File: src/rtl/wdt_pkg.sv
package wdt_pkg;
    localparam int CNT_W = 8;
    localparam int TICKS_PER_MINUTE = 60;

    typedef enum logic [1:0] {
        WD_OFF  = 2'd0,
        WD_RUN  = 2'd1,
        WD_DONE = 2'd2
    } wd_state_e;

    localparam logic [1:0] A_RELOAD = 2'd0;
    localparam logic [1:0] A_UNIT   = 2'd1;
    localparam logic [1:0] A_CTRL   = 2'd2;
    localparam logic [1:0] A_EVCFG  = 2'd3;
endpackage

File: src/rtl/wdt_prescale.sv
module wdt_prescale #(
    parameter int TICKS_PER_UNIT = 60
) (
    input  logic clk,
    input  logic rst_n,
    input  logic clear_i,
    input  logic minutes_i,
    input  logic tick_i,
    output logic unit_tick_o
);
    localparam int PW = (TICKS_PER_UNIT > 1) ? $clog2(TICKS_PER_UNIT) : 1;
    localparam logic [PW-1:0] LAST = PW'(TICKS_PER_UNIT - 1);

    logic [PW-1:0] pre_q;

    assign unit_tick_o = tick_i && (!minutes_i || pre_q == LAST);

    always_ff @(posedge clk or negedge rst_n) begin
        if (!rst_n)                   pre_q <= '0;
        else if (clear_i || !minutes_i) pre_q <= '0;
        else if (tick_i)              pre_q <= (pre_q == LAST) ? '0 : pre_q + 1'b1;
    end

    // the prescaler never runs past its last value
    assert_pre_in_range_R10: assert property (@(posedge clk) disable iff (!rst_n)
        pre_q <= LAST);
endmodule

File: src/rtl/wdt_core.sv
module wdt_core
    import wdt_pkg::*;
#(
    parameter int W = CNT_W
) (
    input  logic         clk,
    input  logic         rst_n,
    input  logic [W-1:0] reload_val_i,
    input  logic         reload_wr_i,
    input  logic [W-1:0] wr_val_i,
    input  logic         force_i,
    input  logic         stat_wr_i,
    input  logic         stat_wdata_i,
    input  logic         event_i,
    input  logic         unit_tick_i,
    output logic         load_o,
    output logic         status_o
);
    wd_state_e    st_q, st_d;
    logic [W-1:0] cnt_q, cnt_d;
    logic         status_q, status_d;
    logic         expire;

    // next-state and count process
    always_comb begin
        st_d   = st_q;
        cnt_d  = cnt_q;
        load_o = 1'b0;
        expire = 1'b0;
        if (force_i) begin
            cnt_d = '0;
            st_d  = WD_DONE;
        end else if (reload_wr_i) begin
            if (wr_val_i != '0) begin
                cnt_d  = wr_val_i;
                st_d   = WD_RUN;
                load_o = 1'b1;
            end else begin
                cnt_d = '0;
                st_d  = WD_OFF;
            end
        end else if (event_i && reload_val_i != '0) begin
            cnt_d  = reload_val_i;
            st_d   = WD_RUN;
            load_o = 1'b1;
        end else begin
            unique case (st_q)
                WD_OFF:  st_d = WD_OFF;
                WD_RUN: begin
                    if (unit_tick_i) begin
                        if (cnt_q == W'(1)) begin
                            cnt_d  = '0;
                            st_d   = WD_DONE;
                            expire = 1'b1;
                        end else begin
                            cnt_d = cnt_q - 1'b1;
                        end
                    end
                end
                WD_DONE: st_d = WD_DONE;
                default: st_d = WD_OFF;
            endcase
        end
    end

    // status output process
    always_comb begin
        if (force_i)        status_d = 1'b1;
        else if (stat_wr_i) status_d = stat_wdata_i;
        else if (event_i)   status_d = 1'b0;
        else if (expire)    status_d = 1'b1;
        else                status_d = status_q;
    end

    // state register process
    always_ff @(posedge clk or negedge rst_n) begin
        if (!rst_n) begin
            st_q     <= WD_OFF;
            cnt_q    <= '0;
            status_q <= 1'b0;
        end else begin
            st_q     <= st_d;
            cnt_q    <= cnt_d;
            status_q <= status_d;
        end
    end

    assign status_o = status_q;

    assert_reload_starts_R3: assert property (@(posedge clk) disable iff (!rst_n)
        (reload_wr_i && !force_i && wr_val_i != '0) |=> (st_q == WD_RUN && cnt_q == $past(wr_val_i)));

    assert_halt_sets_status_R4: assert property (@(posedge clk) disable iff (!rst_n)
        (st_q == WD_RUN && cnt_q == W'(1) && unit_tick_i && !force_i && !reload_wr_i
         && !event_i && !stat_wr_i) |=> (st_q == WD_DONE && status_q));

    assert_stays_halted_R4: assert property (@(posedge clk) disable iff (!rst_n)
        (st_q == WD_DONE && !force_i && !reload_wr_i && !event_i) |=> (st_q == WD_DONE && cnt_q == '0));

    assert_event_clears_R6: assert property (@(posedge clk) disable iff (!rst_n)
        (event_i && !force_i && !stat_wr_i) |=> !status_q);

    assert_force_wins_R9: assert property (@(posedge clk) disable iff (!rst_n)
        force_i |=> (status_q && st_q == WD_DONE && cnt_q == '0));

    assert_off_idle_R2: assert property (@(posedge clk) disable iff (!rst_n)
        (st_q == WD_OFF) |-> (cnt_q == '0));
endmodule

File: src/rtl/wdt_event_top.sv
module wdt_event_top
    import wdt_pkg::*;
(
    input  logic       clk,
    input  logic       rst_n,
    input  logic       wr_en,
    input  logic [1:0] wr_addr,
    input  logic [7:0] wr_data,
    input  logic [1:0] rd_addr,
    output logic [7:0] rd_data,
    input  logic       tick_i,
    input  logic       kbd_evt_i,
    input  logic       mouse_evt_i,
    input  logic       joy_evt_i,
    output logic       status_o,
    output logic       irq_o,
    output logic       irq_pulse_o
);
    logic [CNT_W-1:0] reload_q;
    logic             minutes_q;
    logic [3:0]       evcfg_q;
    logic             status, status_d1, load, unit_tick, event_hit;
    logic             reload_wr, ctrl_wr, force_to;
    logic [2:0]       ev_vec;

    assign reload_wr = wr_en && wr_addr == A_RELOAD;
    assign ctrl_wr   = wr_en && wr_addr == A_CTRL;
    assign force_to  = ctrl_wr && wr_data[2];

    assign ev_vec = {joy_evt_i, mouse_evt_i, kbd_evt_i};
    always_comb begin
        event_hit = 1'b0;
        for (int i = 0; i < 3; i++) event_hit = event_hit | (ev_vec[i] & evcfg_q[i]);
    end

    always_ff @(posedge clk or negedge rst_n) begin
        if (!rst_n) begin
            reload_q  <= '0;
            minutes_q <= 1'b0;
            evcfg_q   <= '0;
            status_d1 <= 1'b0;
        end else begin
            if (reload_wr)                      reload_q  <= wr_data;
            if (wr_en && wr_addr == A_UNIT)     minutes_q <= wr_data[7];
            if (wr_en && wr_addr == A_EVCFG)    evcfg_q   <= wr_data[3:0];
            status_d1 <= status;
        end
    end

    wdt_prescale #(.TICKS_PER_UNIT(TICKS_PER_MINUTE)) u_pre (
        .clk(clk), .rst_n(rst_n), .clear_i(load), .minutes_i(minutes_q),
        .tick_i(tick_i), .unit_tick_o(unit_tick)
    );

    wdt_core #(.W(CNT_W)) u_core (
        .clk(clk), .rst_n(rst_n), .reload_val_i(reload_q), .reload_wr_i(reload_wr),
        .wr_val_i(wr_data), .force_i(force_to), .stat_wr_i(ctrl_wr),
        .stat_wdata_i(wr_data[0]), .event_i(event_hit), .unit_tick_i(unit_tick),
        .load_o(load), .status_o(status)
    );

    always_comb begin
        unique case (rd_addr)
            A_RELOAD: rd_data = reload_q;
            A_UNIT:   rd_data = {minutes_q, 7'b0};
            A_CTRL:   rd_data = {7'b0, status};
            A_EVCFG:  rd_data = {4'b0, evcfg_q};
            default:  rd_data = '0;
        endcase
    end

    assign status_o    = status;
    assign irq_o       = evcfg_q[3] && status;
    assign irq_pulse_o = evcfg_q[3] && status && !status_d1;

    assert_pulse_on_rise_R7: assert property (@(posedge clk) disable iff (!rst_n)
        irq_pulse_o |=> !irq_pulse_o);

    assert_force_sets_R8: assert property (@(posedge clk) disable iff (!rst_n)
        force_to |=> status_o);
endmodule

File: config.mk
export PLATFORM = sky130hd
export DESIGN_NAME = wdt_event_top
export DESIGN_NICKNAME = d
export VERILOG_FILES = /design/src/rtl/wdt_pkg.sv /design/src/rtl/wdt_prescale.sv /design/src/rtl/wdt_core.sv /design/src/rtl/wdt_event_top.sv
export SDC_FILE = /design/constraint.sdc
export NUM_CORES = 1
export LEC_CHECK = 0
export BUFFER_PORTS_ARGS = -buffer_cell sky130_fd_sc_hd__buf_2
export CORE_UTILIZATION = 56
export CTS_CLUSTER_DIAMETER = 150
export DETAILED_ROUTE_END_ITERATION = 12
export GPL_TIMING_DRIVEN = 1
export PLACE_DENSITY_LB_ADDON = 0.08
export SYNTH_ARGS = -nofsm -noshare
export SYNTH_HDL_FRONTEND = slang
export SYNTH_SLANG_ARGS = --single-unit
File: constraint.sdc
create_clock -name clk -period 2.1 [get_ports clk]
set_input_delay 0.105 -clock clk [delete_from_list [all_inputs] [get_ports clk]]
set_output_delay 0.105 -clock clk [all_outputs]
set_load 0.02 [all_outputs]
==> metrics.cfg, run 1 <==
[min_path]
min_from = wr_data[6]
hp-class = input pin to register

[pwr]
power_w = 0.00220
p_leak_nw = 1.04
clkPwrFrac_pct = 23.0
internal_power_w = 0.00136
seqPwrFrac_pct = 40.6
p_sw_share_pct = 38.0
max-vdd-ir-drop_mv = 0.513
p_switching_w = 0.000835
combPwrFrac_pct = 36.4
power_density_nw_per_um2 = 1010

[sta]
slew_headroom_pct = 53.2
tightest_slew_ns = 0.702
rsz0062_at_grt = no
min_period_over_period_pct = 91.1
tns_ns = 0
hold_viol_final = 0
clock.fmax_mhz = 522
fin_hold_ws_ns = 0.00510
clock_skew_ns = 0.00833
finalSetupViolCount = 0
slew_viol_final = 0
min_period_ns = 1.91
finalWorstSetupSlack_ns = 0.186

[floorplanning]
die_y_um = 59.4
die_width_um = 59.4
pin_count = 30
rows = 20
coreArea_sq_um = 3080
dieArea_sq_um = 3520
start_util_pct = 59.8

[global_routing]
grt_usage_pct = 31.6
grt_start_max_net_pins = 32
antenna_found_initial = 0
grt-ovfl-total = 0
grt_pass1_wl_um = 8070
grt_pass1_vias = 1714

[logic_synthesis]
yosysMostFrequentCell = nand2_1
synth_area_sq_um = 1840
seq_area_frac_synth_pct = 42.1
synthTopCellsByCount = nand2_1 (41), dfrtp_1 (31), nor2_1 (18), a21oi_1 (10), nand3_1 (9)
ys_ff_latch = 31
synthCells = 208
syn-num-nets = 231
synth_top_cell_area_share_pct = 42.1
synth_top_flop_cell = dfrtp_1
async_flop_share_pct = 100
ys_types = 46
yosys.area.top_type = dfrtp_1
avgSynthCellArea_sq_um = 8.85
yosys-top-cells-area = dfrtp_1 (42%), nand2_1 (8.4%), nor2_1 (3.7%), mux2_2 (3.7%), a21oi_1 (2.7%)
yosysWarnings = 0
synth_edf_count = 0

[clock_network]
cts_root_buffer = clkbuf_4
cts_buffers = 5
cts_buffer_depth = 2
clk_pin_slew_ns = 0.10
cts_sinks = 31
postCtsSetupRepairBufs = 0
htree_levels = 2
cts_tree = built
clock_latency_ns = 0.35

[drt]
vias = 1807
drt_iter0_drc = 176
routed_wl_um = 4950
wl_per_cell_um = 17.0
postRouteAntennaNets = 0
drc = 0
vias_per_cell = 6.21
drt-pass1-iter-count = 4

[placed_design]
placed_area_sq_um = 2050
gp_congestion = 0.921
dp_worst_setup_slack_ns = 0.110
port_buffers = 29
dp_hpwl_um = 3560

[setup_path]
cp-startpoint = evcfg_q[1]$_DFFE_PN0P_
r2r_start = evcfg_q[1]$_DFFE_PN0P_
cp.required_ns = 2.30
startpoint_type = register
end_kind = register
critical_path_class = register to register
ff2ff_setup_slack_ns = 0.19
worstPathMaxFanout = 12
worstPathArrival_ns = 2.12

[status]
status = finished clean

[final_layout]
design_area_sq_um = 2190
drive_above_1_share_pct = 21.9
nets = 269
num_antenna_cells = 0
syn2layout_area_growth_pct = 18.7

[run]
cap_violations = 0

## sequential cells by signal, summed over array words and instances, names as in the netlist
| name | count |
|---|---|
| evcfg_q | 4 |
| minutes_q | 1 |
| reload_q | 8 |
| status_d1 | 1 |
| u_core.cnt_q | 8 |
| u_core.st_q | 2 |
| u_core.status_o | 1 |
| u_pre.pre_q | 6 |
## placed cells by master, fill, tap and decap left out, drive strengths merged, types with 7 or more instances in the layout
cell type / netlist / final
buf: 1 / 33
o21ai: 8 / 8
inv: 7 / 7
dfrtp: 31 / 31
a21oi: 11 / 11
nor2: 18 / 18
nand2: 41 / 41
and2: 7 / 7
nand3: 9 / 9
## stage by stage
step                std cells  util (%)
floorplan                 208         -
finish                    291      71.0
global placement          280      66.5
global route              291      71.0
CTS                       291      70.2
detailed placement        280      66.5
## power groups by stage
stage          clock network (W)  registers, W  logic (W)
2_1_floorplan                  0      0.000847   0.000570
3_3_place_gp                   0      0.000878   0.000744
3_5_place_dp                   0      0.000887   0.000770
4_1_cts                 0.000507      0.000875   0.000779
5_1_grt                 0.000526      0.000913   0.000887
6_report                0.000505      0.000893   0.000800
## per-layer routing
metal | vias up | global-route usage, % | share of wire [%]
li1 | 835 | - | -
met1 | 877 | 41.0 | 44
met2 | 83 | 49.6 | 47
met3 | 12 | 8.08 | 7.7
met4 | 0 | 14.3 | 1.9
met5 | - | 0 | 0
## path summary, 6_finish.rpt
kind / to / depth (start not counted)
worst min-delay path: reload_q[6]$_DFFE_PN0P_ / 3
worst max-delay path: u_core.cnt_q[1]$_DFFE_PN0P_ / 6
worst min register to register: status_d1$_DFF_PN0_ / 0
min in group asynchronous: status_d1$_DFF_PN0_ / 2
max in group asynchronous: u_core.cnt_q[0]$_DFFE_PN0P_ / 2
worst max register to register: u_core.cnt_q[1]$_DFFE_PN0P_ / 6
## cells by family (layout without fill, tap and decap cells)
logic type               after synthesis  in the layout  share of synthesized area [%]
AO/OA/AOI/OAI                         49             49                           18.9
XOR/XNOR                               3              3                           1.43
adder cells (fa/ha/maj)                4              4                           2.72
buffers and inverters                 12             51                           2.85
flip-flops                            31             31                           42.1
multiplexers                           9              9                           5.30
AND/OR/NAND/NOR                      100            100                           26.7
## layout make-up
class                           count  area [sq um]
Clock buffer                        6          51.3
Clock inverter                      2          35.0
Fill cell                         252           892
Inverter                            7          26.3
Multi-Input combinational cell    165          1040
Sequential cell                    31           776
Tap cell                           44          55.1
Timing Repair Buffer               36           205
## worst max-delay path, stage by stage (launching register included)
cell and delay (ns):
dfrtp_1 0.42, a222oi_1 0.32, buf_4 0.21, a21oi_2 0.06, a311o_1 0.49, o21ai_0 0.21
a31oi_1 0.06
## timing repair
item,4_1_cts,5_1_grt
gates resized for setup,0,4
setup endpoints to repair,0,7
hold buffers,3,0
hold endpoints to repair,33,0
(Power assumes the default switching activity.)
==> run 2: changes to the inputs <==
--- a/config.mk
+++ b/config.mk
@@ -6,7 +6,10 @@
 export NUM_CORES = 1
 export LEC_CHECK = 0
 export BUFFER_PORTS_ARGS = -buffer_cell sky130_fd_sc_hd__buf_2
-export CORE_UTILIZATION = 56
+export CELL_PAD_IN_SITES_DETAIL_PLACEMENT = 1
+export CELL_PAD_IN_SITES_GLOBAL_PLACEMENT = 1
+export CORE_MARGIN = 5
+export CORE_UTILIZATION = 42
 export CTS_CLUSTER_DIAMETER = 150
 export DETAILED_ROUTE_END_ITERATION = 12
 export GPL_TIMING_DRIVEN = 1
==> run 2 against run 1 <==
Via count increased by 0.22%. Power increased by 0.53%. Routed wire length increased by 19%. Core utilization decreased by 20 points. Flip-flop and latch count unchanged. Critical path type unchanged. Clock power decreased by 9.7%. Non-clock buffer count increased by 2.
==> metrics.cfg, run 2 (synthesized netlist as in run 1, its figures left out) <==
[drt]
routed_wl_um = 5880  ; +19%
drc = 0  ; unchanged
drt_iter0_drc = 151  ; -14%
drt-pass1-iter-count = 7  ; +3
postRouteAntennaNets = 0  ; unchanged
wl_per_cell_um = 19.5  ; +15%
vias_per_cell = 6.02  ; -3.1%
vias = 1811  ; +0.22%

[final_layout]
layout_common_cells = nand2_1 (41), dfrtp_1 (31), buf_2 (29)
syn2layout_area_growth_pct = 19.3
largestRegisters = reload_q x8, u_core.cnt_q x8, u_pre.pre_q x6
stdcell_count = 301  ; +3.4%
num_antenna_cells = 0  ; unchanged
fill_cells = 521  ; +110%
drive_above_1_share_pct = 22.9  ; +1.0 points
final_common_cell = nand2_1
nets = 271  ; +0.74%
fin_util_pct = 51.2  ; -20 points

[clock_network]
clock_latency_ns = 0.29  ; -0.06 ns
clk_pin_slew_ns = 0.07  ; -0.03 ns
postCtsSetupRepairBufs = 0  ; unchanged
cts_tree = built
cts_buffer_depth = 2  ; unchanged
cts_root_buffer = clkbuf_8
cts_buffers = 5  ; unchanged
cts_sinks = 31  ; unchanged
htree_levels = 2  ; unchanged

[floorplanning]
rows = 24  ; +20%
start_util_pct = 42.9  ; -17 points
coreArea_sq_um = 4290  ; +40%
dieArea_sq_um = 5810  ; +65%
die_width_um = 76.2  ; +28%
pin_count = 30  ; unchanged
die_y_um = 76.2  ; +28%

[setup_path]
critPathMaxStageDelay_ns = 0.45  ; -0.04 ns
crit_slowest_cell = dfrtp_1
ff2ff_setup_slack_ns = 0.06  ; -0.12 ns
cp.required_ns = 2.26  ; -0.04 ns
critical_path_class = register to register
path_cells = nor4_2 > and4b_1 > o2111ai_1 > a222oi_1 > nor3_1
end_kind = register
path_delay_family = simple AND/OR/NAND/NOR gates
startpoint_type = register
worstPathArrival_ns = 2.20  ; +0.08 ns
cp_num_buf_inv = 0  ; -1
worstPathMaxFanout = 6  ; -6

[run]
cap_violations = 0  ; unchanged

[sta]
finalSetupViolCount = 0  ; unchanged
fin_hold_ws_ns = 0.0384  ; +0.0333 ns
clock.fmax_mhz = 491  ; -6.0%
finalWorstSetupSlack_ns = 0.0636  ; -0.122 ns
clock_skew_ns = 0.00917  ; +0.000841 ns
tns_ns = 0  ; unchanged
slew_viol_final = 0  ; unchanged
hold_viol_final = 0  ; unchanged
min_period_ns = 2.04  ; +0.122 ns
min_period_over_period_pct = 97.0  ; +5.8 points
tightest_slew_ns = 0.716  ; +0.0145 ns
slew_headroom_pct = 52.2  ; -0.97 points

[global_routing]
grt_pass1_vias = 1874  ; +9.3%
grt-ovfl-total = 0  ; unchanged
grt_start_max_net_pins = 32  ; unchanged
grt_pass1_wl_um = 9630  ; +19%
antenna_found_initial = 0  ; unchanged
grt_usage_pct = 20.6  ; -11 points

[placed_design]
dp_hpwl_um = 4510  ; +27%
port_buffers = 29  ; unchanged
dp_worst_setup_slack_ns = 0.0148  ; -0.0948 ns
place_inst = 292  ; +4.3%
gp_congestion = 0.891  ; -3.2%

[pwr]
max-vdd-ir-drop_mv = 0.427  ; -17%
p_leak_nw = 1.05  ; +1.1%
power_density_nw_per_um2 = 1010  ; about the same

[status]
status = finished clean

[min_path]
hp-class = input pin to register

-- run 2: path summary, 6_finish.rpt --
| path | start | to | cells past startpoint |
|---|---|---|---|
| setup reg to reg | u_core.cnt_q[4]$_DFFE_PN0P_ | u_core.cnt_q[3]$_DFFE_PN0P_ | 5 |
| max in group asynchronous | rst_n | reload_q[2]$_DFFE_PN0P_ | 2 |
| hold reg to reg | u_core.status_o$_DFFE_PN0P_ | status_d1$_DFF_PN0_ | 0 |
| hold / removal | wr_data[4] | reload_q[4]$_DFFE_PN0P_ | 3 |
| min in group asynchronous | rst_n | reload_q[4]$_DFFE_PN0P_ | 2 |
| setup / recovery | u_core.cnt_q[4]$_DFFE_PN0P_ | u_core.cnt_q[3]$_DFFE_PN0P_ | 5 |
-- run 2: power by group --
group / internal (W) / switching [W] / leakage [nW] / total [W]
Sequential: 0.000733 / 0.000178 / 0.391 / 0.000911
Clock: 0.000226 / 0.000230 / 0.0477 / 0.000456
Combinational: 0.000371 / 0.000471 / 0.616 / 0.000843
-- run 2: layer usage --
metal | routed length (um) | vias to the layer above | part of all wire, % | GRT usage [%]
met5 | 0 | - | 0 | 0
met3 | 292 | 12 | 5.0 | 3.07
met2 | 3090 | 66 | 53 | 35.9
li1 | - | 843 | - | -
met4 | 79 | 0 | 1.3 | 7.17
met1 | 2420 | 890 | 41 | 25.7
-- run 2: stage by stage --
step           instance area [sq um]  power, W
6_report                        2200   0.00221
5_1_grt                         2200   0.00234
4_1_cts                         2180   0.00220
2_1_floorplan                   1840   0.00142
3_3_place_gp                    2090   0.00169
3_5_place_dp                    2090   0.00173
-- run 2: what timing repair did --
| action | CTS | global route |
|---|---|---|
| endpoints found under the setup margin | 0 | 6 |
| hold buffers | 1 | 0 |
| endpoints found under the hold margin | 31 | 0 |
| gates resized for setup | 0 | 3 |
-- run 2: final cells by class --
type	instances	area, sq um	share of cell area (%)
Sequential cell	31	776	35.3
Clock inverter	3	15.0	0.683
Tap cell	52	65.1	2.96
Inverter	7	26.3	1.20
Clock buffer	5	68.8	3.13
Timing Repair Buffer	38	215	9.79
Multi-Input combinational cell	165	1030	46.9
-- run 2: worst register-to-register path, cell delays in order, from the launching register on --
cell and delay (ns):
dfrtp_1 0.45, nor4_2 0.41, and4b_1 0.41, o2111ai_1 0.20, a222oi_1 0.37, nor3_1 0.09
